[config.mk]
export PLATFORM = sky130hd
export DESIGN_NAME = q15_round_mul
export DESIGN_NICKNAME = d
export VERILOG_FILES = /design/src/rtl/q15_mul_pkg.sv /design/src/rtl/qmul_prod_stage.sv /design/src/rtl/qmul_reduce_stage.sv /design/src/rtl/q15_round_mul.sv
export SDC_FILE = /design/constraint.sdc
export NUM_CORES = 1
export LEC_CHECK = 0
export ABC_AREA = 1
export BUFFER_PORTS_ARGS = -buffer_cell sky130_fd_sc_hd__clkbuf_2
export CORE_MARGIN = 8
export CORE_UTILIZATION = 42
export DETAILED_ROUTE_END_ITERATION = 10
export GPL_TIMING_DRIVEN = 0
export SYNTH_ARGS = -nofsm -noshare
export SYNTH_HDL_FRONTEND = slang
export SYNTH_SLANG_ARGS = --single-unit
[constraint.sdc]
create_clock -name clk -period 2.5 [get_ports clk]
set_clock_uncertainty 0.15 [all_clocks]
set_input_delay 0.125 -clock clk [delete_from_list [all_inputs] [get_ports clk]]
set_output_delay 0.125 -clock clk [all_outputs]
set_load 0.02 [all_outputs]
[src/rtl/q15_mul_pkg.sv]
package q15_mul_pkg;

  typedef enum logic {
    REDUCE_TRUNC = 1'b0,
    REDUCE_ROUND = 1'b1
  } reduce_mode_e;

endpackage

[src/rtl/qmul_prod_stage.sv]
module qmul_prod_stage
  import q15_mul_pkg::*;
#(
  parameter int W = 16,
  localparam int PW = 2 * W
) (
  input  logic          clk,
  input  logic          rst_n,
  input  logic          vld_i,
  input  logic [W-1:0]  a_i,
  input  logic [W-1:0]  b_i,
  input  reduce_mode_e  mode_i,
  output logic          vld_o,
  output logic [PW-1:0] prod_o,
  output reduce_mode_e  mode_o,
  output logic          clamp_o
);

  localparam logic [W-1:0] MOST_NEG = {1'b1, {(W-1){1'b0}}};

  logic [PW-1:0] prod_d;
  logic          clamp_d;

  always_comb begin
    prod_d  = PW'($signed(a_i) * $signed(b_i));
    clamp_d = (a_i == MOST_NEG) && (b_i == MOST_NEG);
  end

  always_ff @(posedge clk or negedge rst_n) begin
    if (!rst_n) begin
      vld_o <= 1'b0;
    end else begin
      vld_o <= vld_i;
    end
  end

  always_ff @(posedge clk or negedge rst_n) begin
    if (!rst_n) begin
      prod_o  <= '0;
      mode_o  <= REDUCE_TRUNC;
      clamp_o <= 1'b0;
    end else if (vld_i) begin
      prod_o  <= prod_d;
      mode_o  <= mode_i;
      clamp_o <= clamp_d;
    end
  end

endmodule

[src/rtl/qmul_reduce_stage.sv]
module qmul_reduce_stage
  import q15_mul_pkg::*;
#(
  parameter int W = 16,
  localparam int PW = 2 * W,
  localparam int FRAC = W - 1
) (
  input  logic          clk,
  input  logic          rst_n,
  input  logic          vld_i,
  input  logic [PW-1:0] prod_i,
  input  reduce_mode_e  mode_i,
  input  logic          clamp_i,
  output logic          vld_o,
  output logic [W-1:0]  q_o,
  output logic          ovf_o,
  output logic [PW-1:0] prod_o
);

  localparam logic [PW-1:0] HALF_LSB = PW'(1) << (FRAC - 1);
  localparam logic [W-1:0]  MOST_POS = {1'b0, {(W-1){1'b1}}};

  logic [PW-1:0] biased;
  logic [W-1:0]  q_d;

  always_comb begin
    biased = prod_i + ((mode_i == REDUCE_ROUND) ? HALF_LSB : '0);
    if (clamp_i) begin
      q_d = MOST_POS;
    end else begin
      q_d = W'($signed(biased) >>> FRAC);
    end
  end

  always_ff @(posedge clk or negedge rst_n) begin
    if (!rst_n) begin
      vld_o <= 1'b0;
    end else begin
      vld_o <= vld_i;
    end
  end

  always_ff @(posedge clk or negedge rst_n) begin
    if (!rst_n) begin
      q_o    <= '0;
      ovf_o  <= 1'b0;
      prod_o <= '0;
    end else if (vld_i) begin
      q_o    <= q_d;
      ovf_o  <= clamp_i;
      prod_o <= prod_i;
    end
  end

endmodule

[src/rtl/q15_round_mul.sv]
module q15_round_mul
  import q15_mul_pkg::*;
#(
  parameter int W = 16,
  parameter bit SHOW_PROD = 1'b1,
  localparam int PW = 2 * W
) (
  input  logic          clk,
  input  logic          rst_n,
  input  logic          in_vld,
  input  logic [W-1:0]  op_a,
  input  logic [W-1:0]  op_b,
  input  logic          rnd_en,
  output logic          out_vld,
  output logic [W-1:0]  out_q,
  output logic          out_ovf,
  output logic [PW-1:0] out_prod
);

  logic          s1_vld;
  logic [PW-1:0] s1_prod;
  reduce_mode_e  s1_mode;
  logic          s1_clamp;
  logic [PW-1:0] s2_prod;
  reduce_mode_e  in_mode;

  assign in_mode = rnd_en ? REDUCE_ROUND : REDUCE_TRUNC;

  qmul_prod_stage #(.W(W)) u_prod (
    .clk     (clk),
    .rst_n   (rst_n),
    .vld_i   (in_vld),
    .a_i     (op_a),
    .b_i     (op_b),
    .mode_i  (in_mode),
    .vld_o   (s1_vld),
    .prod_o  (s1_prod),
    .mode_o  (s1_mode),
    .clamp_o (s1_clamp)
  );

  qmul_reduce_stage #(.W(W)) u_reduce (
    .clk     (clk),
    .rst_n   (rst_n),
    .vld_i   (s1_vld),
    .prod_i  (s1_prod),
    .mode_i  (s1_mode),
    .clamp_i (s1_clamp),
    .vld_o   (out_vld),
    .q_o     (out_q),
    .ovf_o   (out_ovf),
    .prod_o  (s2_prod)
  );

  generate
    if (SHOW_PROD) begin : g_prod_out
      assign out_prod = s2_prod;
    end else begin : g_prod_off
      assign out_prod = s2_prod & '0;
    end
  endgenerate

endmodule

==> out/results.txt, run 1 <==
worst r2r path cells -> 10
layout cells sized above 1 -> 27.77%
count of final setup violators -> 27
Final #Nets -> 2436
dpl cell area -> 0.01637 mm2
Top Usage Layer GRT -> met2
number of port buffers -> 54
Hold WC Path Type -> in2reg
WHS Path Cells -> 3
row count -> 68
Post-DRT Antenna Nets -> 0
DR vias/cell -> 4.919
Synth Instances -> 1880
most common cell after layout, fill and taps aside -> inv_1
CP Launch Type -> input port
Via Count -> 12371
sequential share of the synthesized area -> 14.75%
Max H-tree Level -> 3
fin util -> 56.07%
crit path max fanout -> 8
drt wl/cell -> 17.09 um
initial drt markers -> 757
root buffer cell -> clkbuf_16
number of enable flip-flop cells after synthesis -> 0
Post-synth top flop -> dfrtp_1
TritonCTS clock tree -> yes
met1 global-route usage -> 27.82%
first-pass GRT wire length -> 70300 um
Hold WS -> 0.07846 ns
pre-CTS WS -> -3.313 ns
IO Pins -> 86
reg2reg setup slack -> 0.56 ns
Die Width -> 201.3 um
RSZ-0062 raised after global routing -> true
Synthesized Nets -> 2261
Slew Limit Fails -> 0
drt pass-1 iters -> 5
Slew HR -> 44.00%
HPWL Detailed -> 33990 um
final non-filler cell area -> 0.01918 mm2
Crit Path Class -> in2reg
Slew @ Worst Pin -> 0.8400 ns
total track usage -> 21.71%
CTS buffer count -> 9
syn_area_per_cell -> 7.669 um2
Min-Delay Startpoint -> op_a[0]
Die Area -> 0.04051 mm2
starting density of the core -> 42.15%
failing checks -> setup timing
clock insertion delay at the later pin of the skew report -> 0.34 ns
Clock Tree Buf Depth -> 2
CTS clk-pin slew, worst paths -> 0.06 ns
final wirelength -> 42980 um
Max Cap Viol -> 0
commonest non-fill, non-tap cells in the layout -> 474 x inv_1, 444 x nand2_1, 237 x fa_1
routing usage on met2 -> 37.92%
Post-Synthesis Cell Area -> 0.01442 mm2
Max Clk Rate -> 195.9 MHz
post-synthesis register bit count -> 85
final hold vios -> 0
antenna violations before repair -> 0
fin worst setup slack -> -2.604 ns
crit path DAT -> 5.23 ns
remaining global-route overflow -> 0
Critical Path RT -> 2.62 ns
Worst Setup End Kind -> flip-flop
status -> complete, but fails checks
Hold Crit Endpoint -> u_prod.prod_o[0]
# DRC -> 0
Async SR Flop Fraction -> 100.0%
clock sinks -> 85
r2r startpoint -> u_prod.prod_o[14]
Antenna Cells -> 0
Distinct cells, synth -> 38
Area Overhead vs Synth -> 33.00%
grt met3 use -> 3.040%
number of global-route vias before repair -> 13561
Reg-to-Reg End -> u_reduce.q_o[15]
die span in y -> 201.3 um
period utilization -> 204.2%
Ys Warns -> 0
GP Congestion -> 0.9145
Core Box Area -> 0.03420 mm2
largest net degree at the start of global routing -> 65
Period minus WS final -> 5.104 ns
==> metal layers <==
metal	vias to the layer above	part of all wire [%]
met2	344	49
met4	0	3.0
met5	-	0
li1	5752	-
met1	6176	43
met3	99	5.0
==> cell type report <==
type | instances | area, um2
Timing Repair Buffer | 164 | 1272
Clock buffer | 9 | 225.2
Buffer | 79 | 1323
Fill cell | 3157 | 15030
Clock inverter | 7 | 98.84
Tap cell | 455 | 569.3
Multi-Input combinational cell | 1167 | 11470
Sequential cell | 85 | 2127
Inverter | 549 | 2090
==> worst max-delay path by stage <==
stage	from	end	cells past startpoint	slack (ns)
4_1_cts	op_a[15]	u_prod.prod_o[31]	22	-2.65
6_report	op_a[15]	u_prod.prod_o[31]	23	-2.60
5_1_grt	op_a[15]	u_prod.prod_o[30]	22	-2.82
3_5_place_dp	op_b[15]	u_prod.prod_o[31]	22	-3.31
2_1_floorplan	op_a[15]	u_prod.prod_o[31]	22	-2.54
3_3_place_gp	op_b[15]	u_prod.prod_o[31]	20	-3.25
==> per-stage QoR <==
step           instances  setup TNS, ns
6_report            2515         -59.48
3_5_place_dp        2390         -75.01
3_3_place_gp        2389         -73.53
5_1_grt             2515         -63.87
2_1_floorplan       1880         -57.50
4_1_cts             2486         -58.76
==> kinds of logic (layout without fill, tap and decap cells) <==
kind of cell / after synthesis / in the layout / synth area share (%)
XOR/XNOR: 21 / 21 / 1.276
flip-flops: 85 / 85 / 14.75
adder cells (fa/ha/maj): 345 / 345 / 43.58
AO/OA/AOI/OAI: 108 / 108 / 4.218
buffers and inverters: 628 / 808 / 16.38
AND/OR/NAND/NOR: 693 / 693 / 19.79
==> worst max-delay path: stages <==
cell       delay, ns
clkbuf_16       0.14
clkbuf_16       0.17
nand2_4         0.06
inv_4           0.04
fa_2            0.65
fa_2            0.58
fa_2            0.63
inv_2           0.06
fa_1            0.47
fa_1            0.52
fa_1            0.54
inv_2           0.05
ha_4            0.29
nand2_4         0.06
nor2_4          0.09
nand2_2         0.08
nor3_2          0.17
nand2_2         0.11
inv_2           0.05
nor2_1          0.03
nand2_1         0.10
nand3_4         0.10
nand2_2         0.10
==> cell usage after synthesis, drive strengths merged, types with 8 or more instances <==
cell type / count / area [um2]
nor2: 59 / 244.0
xor2: 11 / 96.34
o22ai: 9 / 56.30
nor4: 8 / 50.05
nor3: 11 / 70.07
o21bai: 8 / 60.06
nand4: 20 / 131.4
inv: 548 / 2057
clkbuf: 76 / 285.3
or2: 8 / 50.05
nand3: 57 / 295.3
ha: 83 / 1039
dfrtp: 85 / 2127
nand2: 527 / 1991
a21oi: 26 / 141.4
o21ai: 57 / 289.0
fa: 262 / 5245
xnor2: 10 / 87.58
==> timing repair <==
| action | 4_1_cts | 5_1_grt |
|---|---|---|
| resized for setup | 246 | 132 |
| pin swaps | 115 | 113 |
| endpoints found under the setup margin | 28 | 28 |
| setup buffers | 76 | 29 |
| cloned | 1 | 0 |
| hold buffers | 3 | 0 |
| endpoints found under the hold margin | 87 | 0 |
==> state kept, by name, summed over array words and instances (netlist names) <==
name / cells
u_prod.clamp_o: 1
u_prod.mode_o: 1
u_prod.prod_o: 32
u_prod.vld_o: 1
u_reduce.ovf_o: 1
u_reduce.prod_o: 32
u_reduce.q_o: 16
u_reduce.vld_o: 1
Power of run 1 is left out: the tool's default activity adds up to more than one toggle a clock period on the data nets, which glitch-free logic cannot reach.
==> inputs of run 2 (changes only) <==
ABC_AREA = unset   (was 1)
BUFFER_PORTS_ARGS = -buffer_cell sky130_fd_sc_hd__buf_2   (was -buffer_cell sky130_fd_sc_hd__clkbuf_2)
SYNTH_HIERARCHICAL = 1   (was unset)
==> out/results.txt, run 2 <==
Ys Warns -> 6 (was 0)
die span in y -> 196.1 um (was 201.3 um)
Period minus WS final -> 5.468 ns (was 5.104 ns)
period utilization -> 218.7% (was 204.2%)
Post-DRT Antenna Nets -> 0 (unchanged)
row count -> 66 (was 68)
Worst Path Buf+Inv -> 5 (was 6)
HPWL Detailed -> 29920 um (was 33990 um)
r2r startpoint -> u_prod/vld_o (was u_prod.prod_o[14])
starting density of the core -> 42.28% (was 42.15%)
fin util -> 55.72% (was 56.07%)
met1 global-route usage -> 25.67% (was 27.82%)
FF/Latch Area -> 0.002127 mm2 (unchanged)
final non-filler cell area -> 0.01795 mm2 (was 0.01918 mm2)
post-synthesis register bit count -> 85 (unchanged)
Hold Crit Endpoint -> u_prod/clamp_o (was u_prod.prod_o[0])
grt met3 use -> 3.890% (was 3.040%)
number of enable flip-flop cells after synthesis -> 0 (unchanged)
commonest non-fill, non-tap cells in the layout -> 285 x inv_1, 240 x fa_1, 125 x nand2_1 (was 474 x inv_1, 444 x nand2_1, 237 x fa_1)
crit path max fanout -> 6 (was 8)
total track usage -> 21.27% (was 21.71%)
count of final setup violators -> 28 (was 27)
CP Launch Type -> input port (unchanged)
DR vias/cell -> 5.211 (was 4.919)
number of global-route vias before repair -> 11883 (was 13561)
biggest regs -> u_prod/prod_o (32), u_reduce/prod_o (32), u_reduce/q_o (16) (was u_prod.prod_o (32), u_reduce.prod_o (32), u_reduce.q_o (16))
remaining global-route overflow -> 0 (unchanged)
failing checks -> setup timing (unchanged)
Setup TNS -> -66.22 ns (was -59.48 ns)
most common cell after layout, fill and taps aside -> inv_1 (unchanged)
clock insertion delay at the later pin of the skew report -> 0.33 ns (was 0.34 ns)
crit path DAT -> 5.53 ns (was 5.23 ns)
Yosys top cell area share -> 38.52% (was 36.38%)
WHS Path Cells -> 4 (was 3)
sequential share of the synthesized area -> 15.62% (was 14.75%)
first-pass GRT wire length -> 63650 um (was 70300 um)
Post-synth top flop -> dfrtp_1 (unchanged)
antenna violations before repair -> 0 (unchanged)
fin worst setup slack -> -2.968 ns (was -2.604 ns)
Top Usage Layer GRT -> met2 (unchanged)
Final #Nets -> 1995 (was 2436)
slowest stage delay, CP -> 0.65 ns (about the same)
drt wl/cell -> 19.33 um (was 17.09 um)
Critical Path RT -> 2.57 ns (was 2.62 ns)
root buffer cell -> clkbuf_16 (unchanged)
CP top delay family -> adder cells (unchanged)
most frequent cell after synthesis -> inv_1 (unchanged)
Min-Delay Startpoint -> op_b[1] (was op_a[0])
TritonCTS clock tree -> yes (unchanged)
Die Width -> 196.1 um (was 201.3 um)
initial drt markers -> 553 (was 757)
Clock Tree Buf Depth -> 2 (unchanged)
layout cells sized above 1 -> 31.01% (was 27.77%)
worst r2r path cells -> 4 (was 10)
cells along the critical path -> buf_12, clkbuf_16, and2_4, fa_2, fa_1, fa_2, fa_2, fa_1, inv_2, fa_1, inv_2, ha_4, buf_8, a21oi_4, a221oi_2, a211o_1, a311o_1, a41oi_2, xnor2_1, mux2_4 (was clkbuf_16, clkbuf_16, nand2_4, inv_4, fa_2, fa_2, fa_2, inv_2, fa_1, fa_1, fa_1, inv_2, ha_4, nand2_4, nor2_4, nand2_2, nor3_2, nand2_2, inv_2, nor2_1, nand2_1, nand3_4, nand2_2)
Reg-to-Reg End -> u_reduce/q_o[10] (was u_reduce.q_o[15])
Max Clk Rate -> 182.9 MHz (was 195.9 MHz)
final hold vios -> 0 (unchanged)
Worst Setup End Kind -> flip-flop (unchanged)
Slew @ Worst Pin -> 0.7794 ns (was 0.8400 ns)
top post-synthesis cells by count -> 321 x inv_1, 262 x fa_1, 151 x nand2_1, 124 x and2_1, 85 x dfrtp_1 (was 536 x inv_1, 522 x nand2_1, 262 x fa_1, 85 x dfrtp_1, 83 x ha_1)
Max Cap Viol -> 0 (unchanged)
Via Count -> 10568 (was 12371)
RSZ-0062 raised after global routing -> true (unchanged)
fill count -> 2880 (was 3157)
Hold WC Path Type -> in2reg (unchanged)
Crit Path Class -> in2reg (unchanged)
Distinct cells, synth -> 58 (was 38)
Die Area -> 0.03844 mm2 (was 0.04051 mm2)
largest area contributor in the netlist -> fa_1 (unchanged)
pre-CTS WS -> -3.770 ns (was -3.313 ns)
Synthesized Nets -> 1800 (was 2261)
clock sinks -> 85 (unchanged)
Area Overhead vs Synth -> 31.81% (was 33.00%)
Synth Instances -> 1419 (was 1880)
CTS clk-pin slew, worst paths -> 0.06 ns (about the same)
top post-synthesis cells by area -> fa_1 39%, dfrtp_1 16%, inv_1 8.8% (was fa_1 36%, dfrtp_1 15%, inv_1 14%)
Slew Limit Fails -> 0 (unchanged)
number of port buffers -> 83 (was 54)
IO Pins -> 86 (unchanged)
routing usage on met2 -> 38.35% (was 37.92%)
GP Congestion -> 0.8723 (was 0.9145)
Slowest-stage cell, CP -> fa_2 (unchanged)
Multi-input gate area -> 0.01114 mm2 (was 0.01147 mm2)
drt pass-1 iters -> 5 (unchanged)
# DRC -> 0 (unchanged)
largest net degree at the start of global routing -> 58 (was 65)
CTS buffer count -> 9 (unchanged)
Slew HR -> 48.04% (was 44.00%)
Max H-tree Level -> 3 (unchanged)
syn_area_per_cell -> 9.595 um2 (was 7.669 um2)
status -> complete, but fails checks (unchanged)
Post-Synthesis Cell Area -> 0.01362 mm2 (was 0.01442 mm2)
final wirelength -> 39210 um (was 42980 um)
Async SR Flop Fraction -> 100.0% (unchanged)
Core Box Area -> 0.03221 mm2 (was 0.03420 mm2)
reg2reg setup slack -> 0.42 ns (was 0.56 ns)
dpl cell area -> 0.01528 mm2 (was 0.01637 mm2)
==> run 2: changes by cell type after synthesis, moves of 14 or more <==
cell	change
nand3_1	-39
o21ai_1	-14
mux2_2	+51
inv_1	-215
o21ai_0	-29
xnor2_1	+23
clkbuf_1	-22
nand2_1	-371
and2_1	+124
==> run 2: final cells by class <==
class / count / share of cell area (%)
sequential: 85 / 11.85
inverter: 321 / 6.714
timing repair buffer: 190 / 9.698
antenna: 1 / 0.01394
multi-input combinational: 956 / 62.09
tap: 408 / 2.845
clock inverter: 6 / 0.5229
clock buffer: 10 / 1.332
buffer: 51 / 4.936
==> run 2: worst max-delay path by stage <==
stage	end	from	depth (start not counted)	slack, ns
2_1_floorplan	u_prod/prod_o[25]	op_b[4]	21	-2.95
3_3_place_gp	u_prod/prod_o[30]	op_b[7]	21	-3.74
3_5_place_dp	u_prod/prod_o[30]	op_b[7]	21	-3.77
4_1_cts	u_prod/prod_o[25]	op_b[5]	22	-2.97
5_1_grt	u_prod/prod_o[25]	op_b[3]	20	-3.06
6_report	u_prod/prod_o[25]	op_b[3]	20	-2.97
==> run 2: worst min-delay path, cell delays in order <==
cell     delay, ns
buf_12        0.10
nor4_1        0.06
nand3_1       0.10
o32ai_1       0.12
==> run 2: layer usage <==
layer	wire (um)	vias up
met5	0	-
met4	983	0
met3	2200	66
met2	20740	294
met1	15280	5482
li1	-	4726
==> run 2: cell families after synthesis <==
kind of cell    count (synthesis)  synth area share, %
simple gates                  396                14.61
compound gates                121                6.120
fa+ha+maj                     345                46.15
xor+xnor                       39                2.509
flops                          85                15.62
mux                            55                4.549
buf+inv                       378                10.44
==> run 2: metrics by stage <==
| step | cells | hold WS [ns] |
|---|---|---|
| finish | 2028 | 0.09990 |
| global route | 2027 | 0.09621 |
| CTS | 2007 | 0.09514 |
| detailed placement | 1911 | -0.06554 |
| global placement | 1910 | 0.1523 |
| floorplan | 1419 | -0.3206 |
==> run 2: what timing repair did <==
action                                 in CTS  in global routing
pin swaps                                  72                 91
setup endpoints to repair                  28                 28
endpoints found under the hold margin      87                  0
hold buffers                                3                  0
cloned                                      1                  1
gates resized for setup                   204                131
buffers inserted                           77                 27
Power of run 2 is left out for the same reason.
